File: src/rtl/cstub_pkg.sv
package cstub_pkg;

    localparam int DATA_W = 32;
    localparam int OFF_W  = 12;

    typedef enum logic [3:0] {
        RG_IDENT,
        RG_CTYPE,
        RG_CTRL,
        RG_AUX,
        RG_TAGLAT,
        RG_DATLAT,
        RG_FLT_LO,
        RG_FLT_HI,
        RG_MAINT,
        RG_QUIET,
        RG_BAD
    } region_e;

    typedef struct packed {
        logic              ctrl;
        logic [DATA_W-1:0] aux;
        logic [DATA_W-1:0] tag_lat;
        logic [DATA_W-1:0] dat_lat;
        logic [DATA_W-1:0] flt_lo;
        logic [DATA_W-1:0] flt_hi;
        logic [DATA_W-1:0] ctype;
        logic [DATA_W-1:0] rdata;
        logic              bad;
    } stub_state_t;

endpackage

File: src/rtl/cstub_decode.sv
module cstub_decode
    import cstub_pkg::*;
#(
    parameter int          QUIET_N   = 3,
    parameter logic [11:0] MAINT_LO  = 12'h730,
    parameter logic [11:0] MAINT_END = 12'h800
) (
    input  logic [OFF_W-1:0] off,
    output region_e          region
);

    localparam logic [11:0] QUIET_BASE = 12'hF40;
    localparam logic [11:0] QUIET_STEP = 12'h020;

    logic [QUIET_N-1:0] quiet_hit;

    genvar gi;
    generate
        for (gi = 0; gi < QUIET_N; gi++) begin : g_quiet
            localparam logic [11:0] QOFF = QUIET_BASE + 12'(gi) * QUIET_STEP;
            assign quiet_hit[gi] = (off == QOFF);
        end
    endgenerate

    always_comb begin
        region = RG_BAD;
        if (off >= MAINT_LO && off < MAINT_END) begin
            region = RG_MAINT;
        end else if (|quiet_hit) begin
            region = RG_QUIET;
        end else begin
            case (off)
                12'h000: region = RG_IDENT;
                12'h004: region = RG_CTYPE;
                12'h100: region = RG_CTRL;
                12'h104: region = RG_AUX;
                12'h108: region = RG_TAGLAT;
                12'h10C: region = RG_DATLAT;
                12'hC00: region = RG_FLT_LO;
                12'hC04: region = RG_FLT_HI;
                default: region = RG_BAD;
            endcase
        end
    end

endmodule

File: src/rtl/cstub_ctype.sv
module cstub_ctype
    import cstub_pkg::*;
(
    input  logic [DATA_W-1:0] aux,
    input  logic [DATA_W-1:0] stored,
    output logic [DATA_W-1:0] merged
);

    localparam int FLD_W  = 5;
    localparam int HI_POS = 18;
    localparam int LO_POS = 6;

    logic [FLD_W-1:0] fld;

    always_comb begin
        fld    = {aux[19:17], 1'b0, aux[16]};
        merged = stored
               | (DATA_W'(fld) << HI_POS)
               | (DATA_W'(fld) << LO_POS);
    end

endmodule

File: src/rtl/cache_ctrl_stub.sv
module cache_ctrl_stub
    import cstub_pkg::*;
#(
    parameter int          ADDR_W     = 32,
    parameter logic [31:0] ID_WORD    = 32'h410000C8,
    parameter logic [31:0] CTYPE_INIT = 32'h1C100100,
    parameter logic [31:0] AUX_INIT   = 32'h02020000
) (
    input  logic              clk,
    input  logic              rst,
    input  logic [ADDR_W-1:0] bus_addr,
    input  logic              bus_wr,
    input  logic              bus_rd,
    input  logic [31:0]       bus_wdata,
    output logic [31:0]       bus_rdata,
    output logic              bus_bad
);

    stub_state_t       st_d, st_q;
    region_e           region;
    logic [OFF_W-1:0]  off;
    logic [DATA_W-1:0] ctype_merged;

    assign off = bus_addr[OFF_W-1:0];

    cstub_decode u_decode (
        .off    (off),
        .region (region)
    );

    cstub_ctype u_ctype (
        .aux    (st_q.aux),
        .stored (st_q.ctype),
        .merged (ctype_merged)
    );

    always_comb begin
        st_d     = st_q;
        st_d.bad = 1'b0;

        if (bus_rd) begin
            st_d.rdata = '0;
            case (region)
                RG_IDENT:  st_d.rdata = ID_WORD;
                RG_CTYPE: begin
                    st_d.rdata = ctype_merged;
                    st_d.ctype = ctype_merged;
                end
                RG_CTRL:   st_d.rdata = {{(DATA_W-1){1'b0}}, st_q.ctrl};
                RG_AUX:    st_d.rdata = st_q.aux;
                RG_TAGLAT: st_d.rdata = st_q.tag_lat;
                RG_DATLAT: st_d.rdata = st_q.dat_lat;
                RG_FLT_LO: st_d.rdata = st_q.flt_lo;
                RG_FLT_HI: st_d.rdata = st_q.flt_hi;
                RG_BAD:    st_d.bad   = 1'b1;
                default:   st_d.rdata = '0;
            endcase
        end

        if (bus_wr) begin
            case (region)
                RG_CTRL:   st_d.ctrl    = bus_wdata[0];
                RG_AUX:    st_d.aux     = bus_wdata;
                RG_TAGLAT: st_d.tag_lat = bus_wdata;
                RG_DATLAT: st_d.dat_lat = bus_wdata;
                RG_FLT_LO: st_d.flt_lo  = bus_wdata;
                RG_FLT_HI: st_d.flt_hi  = bus_wdata;
                RG_IDENT, RG_CTYPE, RG_BAD: st_d.bad = 1'b1;
                default: ;
            endcase
        end
    end

    always_ff @(posedge clk) begin
        if (rst) begin
            st_q.ctrl    <= 1'b0;
            st_q.aux     <= AUX_INIT;
            st_q.tag_lat <= '0;
            st_q.dat_lat <= '0;
            st_q.flt_lo  <= '0;
            st_q.flt_hi  <= '0;
            st_q.ctype   <= CTYPE_INIT;
            st_q.rdata   <= '0;
            st_q.bad     <= 1'b0;
        end else begin
            st_q <= st_d;
        end
    end

    assign bus_rdata = st_q.rdata;
    assign bus_bad   = st_q.bad;

    // Assertions

    assert_ident_R2: assert property (@(posedge clk) disable iff (rst)
        (bus_rd && off == '0) |=> (bus_rdata == ID_WORD));

    assert_sticky_R4: assert property (@(posedge clk) disable iff (rst)
        1'b1 |=> ((st_q.ctype & $past(st_q.ctype)) == $past(st_q.ctype)));

    assert_ctrl_bit_R5: assert property (@(posedge clk) disable iff (rst)
        (bus_rd && off == 12'h100) |=> (bus_rdata[31:1] == '0));

    assert_maint_quiet_R7: assert property (@(posedge clk) disable iff (rst)
        ((bus_rd || bus_wr) && off >= 12'h730 && off < 12'h800) |=> !bus_bad);

    assert_maint_zero_R7: assert property (@(posedge clk) disable iff (rst)
        (bus_rd && off >= 12'h730 && off < 12'h800) |=> (bus_rdata == '0));

    assert_bad_pulse_R10: assert property (@(posedge clk) disable iff (rst)
        ((bus_rd || bus_wr) && region == RG_BAD) |=> bus_bad);

    assert_idle_clean_R10: assert property (@(posedge clk) disable iff (rst)
        !(bus_rd || bus_wr) |=> !bus_bad);

    assert_hold_R11: assert property (@(posedge clk) disable iff (rst)
        !bus_rd |=> $stable(bus_rdata));

endmodule

File: config.mk
export PLATFORM = sky130hd
export DESIGN_NAME = cache_ctrl_stub
export DESIGN_NICKNAME = d
export VERILOG_FILES = /design/src/rtl/cstub_pkg.sv /design/src/rtl/cstub_decode.sv /design/src/rtl/cstub_ctype.sv /design/src/rtl/cache_ctrl_stub.sv
export SDC_FILE = /design/constraint.sdc
export NUM_CORES = 1
export LEC_CHECK = 0
export CAP_MARGIN = 10
export CORE_MARGIN = 2
export CORE_UTILIZATION = 40
export DETAILED_ROUTE_END_ITERATION = 8
export HOLD_SLACK_MARGIN = 0.15
export SETUP_SLACK_MARGIN = 0.15
export SYNTH_ARGS = -nofsm -noshare
export SYNTH_HDL_FRONTEND = slang
export SYNTH_HIERARCHICAL = 1
export SYNTH_SLANG_ARGS = --single-unit
File: constraint.sdc
create_clock -name clk -period 2.5 [get_ports clk]
set_input_delay 0.5 -clock clk [delete_from_list [all_inputs] [get_ports clk]]
set_output_delay 0.5 -clock clk [all_outputs]
set_load 0.05 [all_outputs]
Word-level counts from Yosys, hierarchy flattened --
Cells that the tools add are included.
Word-level totals: bits in registers 226, bits of input ports 68, word-level logic and storage cells 51
Operators by class: order comparisons 2, eq/ne operators 18, multiplexer cells 8, bitwise gates (word level) 2, reductions and logical operators 12
Operators by type and width (count):
- $pmux W32 S8 | 1
- $eq A12 B12 Y1 const B | 5
- $eq A12 B9 Y1 const B | 4
- $or A32 B11 Y32 | 1
- $or A32 B23 Y32 | 1
- $pmux W4 S8 | 1
- $eq A4 B3 Y1 const B | 4
- $reduce_and A2 Y1 | 7
- $eq A12 B3 Y1 const B | 1
- $ge A12 B11 Y1 const B | 1
- $logic_not A12 Y1 | 1
- $lt A12 B12 Y1 const B | 1
- $eq A4 B2 Y1 const B | 2
- $mux W4 | 2
- $reduce_or A3 Y1 | 2
- $eq A4 B1 Y1 const B | 1
- $eq A4 B4 Y1 const B | 1
- $logic_not A4 Y1 | 1
- $mux W1 | 4
- $logic_and A1 B1 Y1 | 1

Depth between registers and ports, before layout --
depth after elaboration 9, gate-level depth with buffers 12, gate-level depth less buffers 8

Cells and area by module --
The synthesis kept the hierarchy.
By module, submodules not included:
- cache_ctrl_stub | times used 1, cells an instance 1201, area each 9631.7 um^2, seq. area each 4524.3 um^2
- cstub_ctype | times used 1, cells an instance 32, area each 230.2 um^2, seq. area each 0.0 um^2
- cstub_decode | times used 1, cells an instance 25, area each 147.6 um^2, seq. area each 0.0 um^2

Worst setup path before layout --
OpenSTA, ideal clock, no wires.
kind input -> register, start input port bus_addr[5], end register st_q, in the netlist bus_rdata[6], setup time 0.117 ns, arrival time 2.188 ns, data required time 2.383 ns, slack 0.195 ns, cell stages on the path 9, buffers on the path 1, cells stage by stage nor4b_1 a21oi_1 nor3_1 a21o_1 buf_2 mux2_2 a22oi_1 o221ai_1 a22o_1
Between the ends: cells in the longest elaborated chain, start to end 6, elaborated cells between the ends (all ways) 27, classes of those cells order compare: 2; eq/ne: 17; mux: 4; reduce/logical: 4
RTL lines:
- start, declared | line cache_ctrl_stub.sv:11 | input logic [ADDR_W-1:0] bus_addr,
- $eq A12 B12 Y1, or another cell as far along | line cstub_decode.sv:32 | case (off)
- $pmux W4 S8 / $reduce_or A3 Y1 (equally long branches) | line cstub_decode.sv:32, cstub_decode.sv:29
- $mux W4 | line cstub_decode.sv:29 | end else if (|quiet_hit) begin
- $mux W4 (*) | line cstub_decode.sv:27 | if (off >= MAINT_LO && off < MAINT_END) begin
- named net region[0] | line cache_ctrl_stub.sv:20 | region_e region;
- $eq A4 B3 Y1, or another cell as far along | line cache_ctrl_stub.sv:43 | case (region)
- $pmux W32 S8 (*) | line cache_ctrl_stub.sv:43
- end signal, assigned | line cache_ctrl_stub.sv:86 | st_q <= st_d;
- end, declared | line cache_ctrl_stub.sv:19 | stub_state_t st_d, st_q;
The timed path passes the listed nets; every way through them passes the cells marked *. A chain may end at the register's enable or synchronous reset.

Worst setup path in the final report --
start input port bus_addr[6], end register st_q, in the netlist bus_rdata[23]
Same word-level chain as after synthesis.

==> flow_metrics.tcl <==
set metrics [dict create \
    rows 57 \
    synth_cells 1258 \
    yosysWarnings 6 \
    pre_cts_ws_ns -0.789 \
    antenna_cells 0 \
    final_common_cell "nand2_1" \
    grt_pass1_wl_um 50300 \
    seq_area_frac_synth_pct 45.2 \
    crit_arrival_ns 2.77 \
    postSynthAreaPerCell_sq_um 7.96 \
    finalNetCount 1423 \
    clkLatencyLatePin_ns 0.52 \
    gp_congestion 0.839 \
    final_cell_mix "nand2_1 (419), dfxtp_1 (226), a21oi_1 (186)" \
    ys_ff_latch 226 \
    die-area_sq_mm 0.0263 \
    detail-route-antenna-nets 0 \
    htreeDepth 1 \
    synth_nets 1326 \
    synthArstFlopShare_pct 0 \
    power.leakage_nw 4.49 \
    cp-end-kind "flop" \
    timing.hold.ws_ns 0.335 \
    io_pins 101 \
    cpMostUsedCell "buf_4" \
    p_per_area_mw_per_mm2 581 \
    drive_gt1_share_pct 20.4 \
    rrSetupSlack_ns 1.17 \
    crit_fanout 5 \
    slowest_delay_ns 0.36 \
    cpMaxStageDelayCell "nor4_4" \
    fin_ws_ns 0.196 \
    hold_buffers 0 \
    finalClockSkew_ns 0.00647 \
    wl_per_cell_um 19.7 \
    clk_pin_slew_ns 0.06 \
    ys_types 58 \
    cts_made_buffers 25 \
    drv_slew 0 \
    grt_pass1_vias 8736 \
    max_slew_margin_pct 47.8 \
    fp.dieH_um 162 \
    track_usage_pct 24.4 \
    start_kind "input pin" \
    hold_start "rst" \
    grt-ovfl-total 0 \
    worstSetupPathType "input pin to flop" \
    worstMarginPinSlew_ns 0.783 \
    synth_edf_count 0 \
    rsz0062_at_grt "no" \
    r2r_start "st_q[209]$_SDFFE_PP0P_" \
    drc 0 \
    core_region_area_sq_mm 0.0245 \
    ir_drop_mv 0.396 \
    vias 9214 \
    tritoncts "done" \
    hold_viol 0 \
    min_period_over_period_pct 92.1 \
    crit_start "bus_addr[6]" \
    drt_iter0_markers 984 \
    io_buffer_count 80 \
    routed_wl_um 33400 \
    dp_hpwl_um 21300 \
    fmax_mhz 434 \
    synth_area_sq_mm 0.0100 \
    cts_sinks 226 \
    status "finished, final reports clean" \
    fillers 2224 \
    maxCapViolations 0 \
    synthToLayoutAreaGrowth_pct 30.1 \
    clockBufferDepth 3 \
    die_w_um 162 \
    dr.pass1.iters 6 \
    setup_viol 0 \
    crit_chain "dlygate4sd2_1 -> nor2_2 -> nand3_2 -> nor4_4 -> nor3_4 -> buf_6 -> buf_4 -> nor2_1 -> nand2_1 -> buf_4 -> o22ai_1 -> a21o_1" \
    hp-class "input pin to flop" \
    grt_max_degree 168 \
    drt-vias-per-instance 5.44 \
    clk_root_buffer_cell "clkbuf_16" \
    antenna_found_initial 0 \
    finalCriticalPeriod_ns 2.30 \
    synth_flop_cell "dfxtp_1" \
    initial_core_util_pct 40.9 \
    required_ns 2.96 \
]
-- flip-flops by register name (all words and copies together), names as in the netlist --
| signal | count |
|---|---|
| st_q | 193 |
| bus_rdata | 32 |
| bus_bad | 1 |
-- layout make-up --
type	instances	area, sq um	share of cell area [%]
Inverter	4	18.8	0.144
Clock inverter	6	80.1	0.615
Timing Repair Buffer	221	2330	17.9
Tap cell	324	405	3.11
Sequential cell	226	4520	34.7
Multi-Input combinational cell	877	4940	37.9
Clock buffer	37	731	5.61
-- critical path: cells and delay by family --
kind | cells | cell delay (ns)
buffers and inverters | 4 | 0.77
AOI/OAI and AO/OA | 2 | 0.32
and+or+nand+nor | 6 | 1.16
-- power breakdown --
part | switching [mW] | internal, mW | leakage (nW) | total (mW)
logic | 0.173 | 0.115 | 2.27 | 0.288
clock network | 1.46 | 2.21 | 0.402 | 3.67
registers | 0.000246 | 3.60 | 1.82 | 3.60
-- routing by layer --
layer	part of all wire (%)	GRT usage, %	up-vias
met1	45	33.9	4435
met5	0	0	-
li1	-	-	4416
met3	7.3	3.80	47
met2	46	39.8	316
met4	2.3	6.15	0
-- path summary, 6_finish.rpt --
| check | end | depth (start not counted) |
|---|---|---|
| min | st_q[33]$_SDFFE_PP0P_ | 2 |
| max | bus_rdata[23]$_SDFFE_PP0P_ | 12 |
| max reg2reg | bus_rdata[6]$_SDFFE_PP0P_ | 4 |
| min reg2reg | st_q[42]$_SDFFE_PP0P_ | 2 |
-- kinds of logic (layout without fill, tap and decap cells) --
group,after synthesis,in the layout,synth area share (%)
AND/OR/NAND/NOR,522,522,22.2
multiplexers,34,34,3.84
AO/OA/AOI/OAI,319,320,19.6
buffers and inverters,156,268,9.05
flip-flops,226,226,45.2
XOR/XNOR,1,1,0.0875
-- metrics by stage --
| stage | std cells | util [%] | instance area (sq um) | total power [mW] | setup TNS, ns |
|---|---|---|---|---|---|
| global placement | 1622 | 46.7 | 11400 | 3.94 | -117.66 |
| CTS | 1682 | 51.5 | 12600 | 7.58 | 0 |
| floorplan | 1258 | - | 10000 | 3.77 | 0 |
| detailed placement | 1622 | 46.7 | 11400 | 3.94 | -122.17 |
| global route | 1695 | 53.3 | 13000 | 7.77 | 0 |
| finish | 1695 | 53.3 | 13000 | 7.56 | 0 |
-- cells in the mapped netlist (3+ instances only) --
cell type / count / area [sq um]
a21o_1: 7 / 52.6
a21oi_1: 200 / 1000
a221o_1: 8 / 80.1
a221oi_1: 4 / 35.0
a22o_1: 18 / 158
a22oi_1: 30 / 225
a311oi_1: 4 / 35.0
a31oi_1: 4 / 25.0
a32oi_1: 5 / 43.8
and2_1: 7 / 43.8
and4b_1: 3 / 30.0
buf_2: 47 / 235
buf_4: 67 / 503
clkbuf_1: 33 / 124
dfxtp_1: 226 / 4520
inv_1: 4 / 15.0
mux2_2: 15 / 169
mux2i_1: 17 / 170
nand2_1: 421 / 1580
nand2b_1: 5 / 31.3
nand3_1: 11 / 55.1
nand3b_1: 9 / 67.6
nor2_1: 17 / 63.8
nor2b_1: 9 / 56.3
nor3_1: 10 / 50.1
o211ai_1: 7 / 52.6
o21ai_0: 5 / 25.0
o221ai_1: 6 / 52.6
o22ai_1: 6 / 37.5
o31ai_2: 3 / 37.5
or2_1: 8 / 50.1
or2_2: 5 / 31.3
-- repair_timing --
item	CTS	global route
endpoints found under the setup margin	217	221
cloned	2	4
resized for setup	51	72
pin swaps	11	24
buffers inserted	15	9
Power figures use the tool's default switching activity.
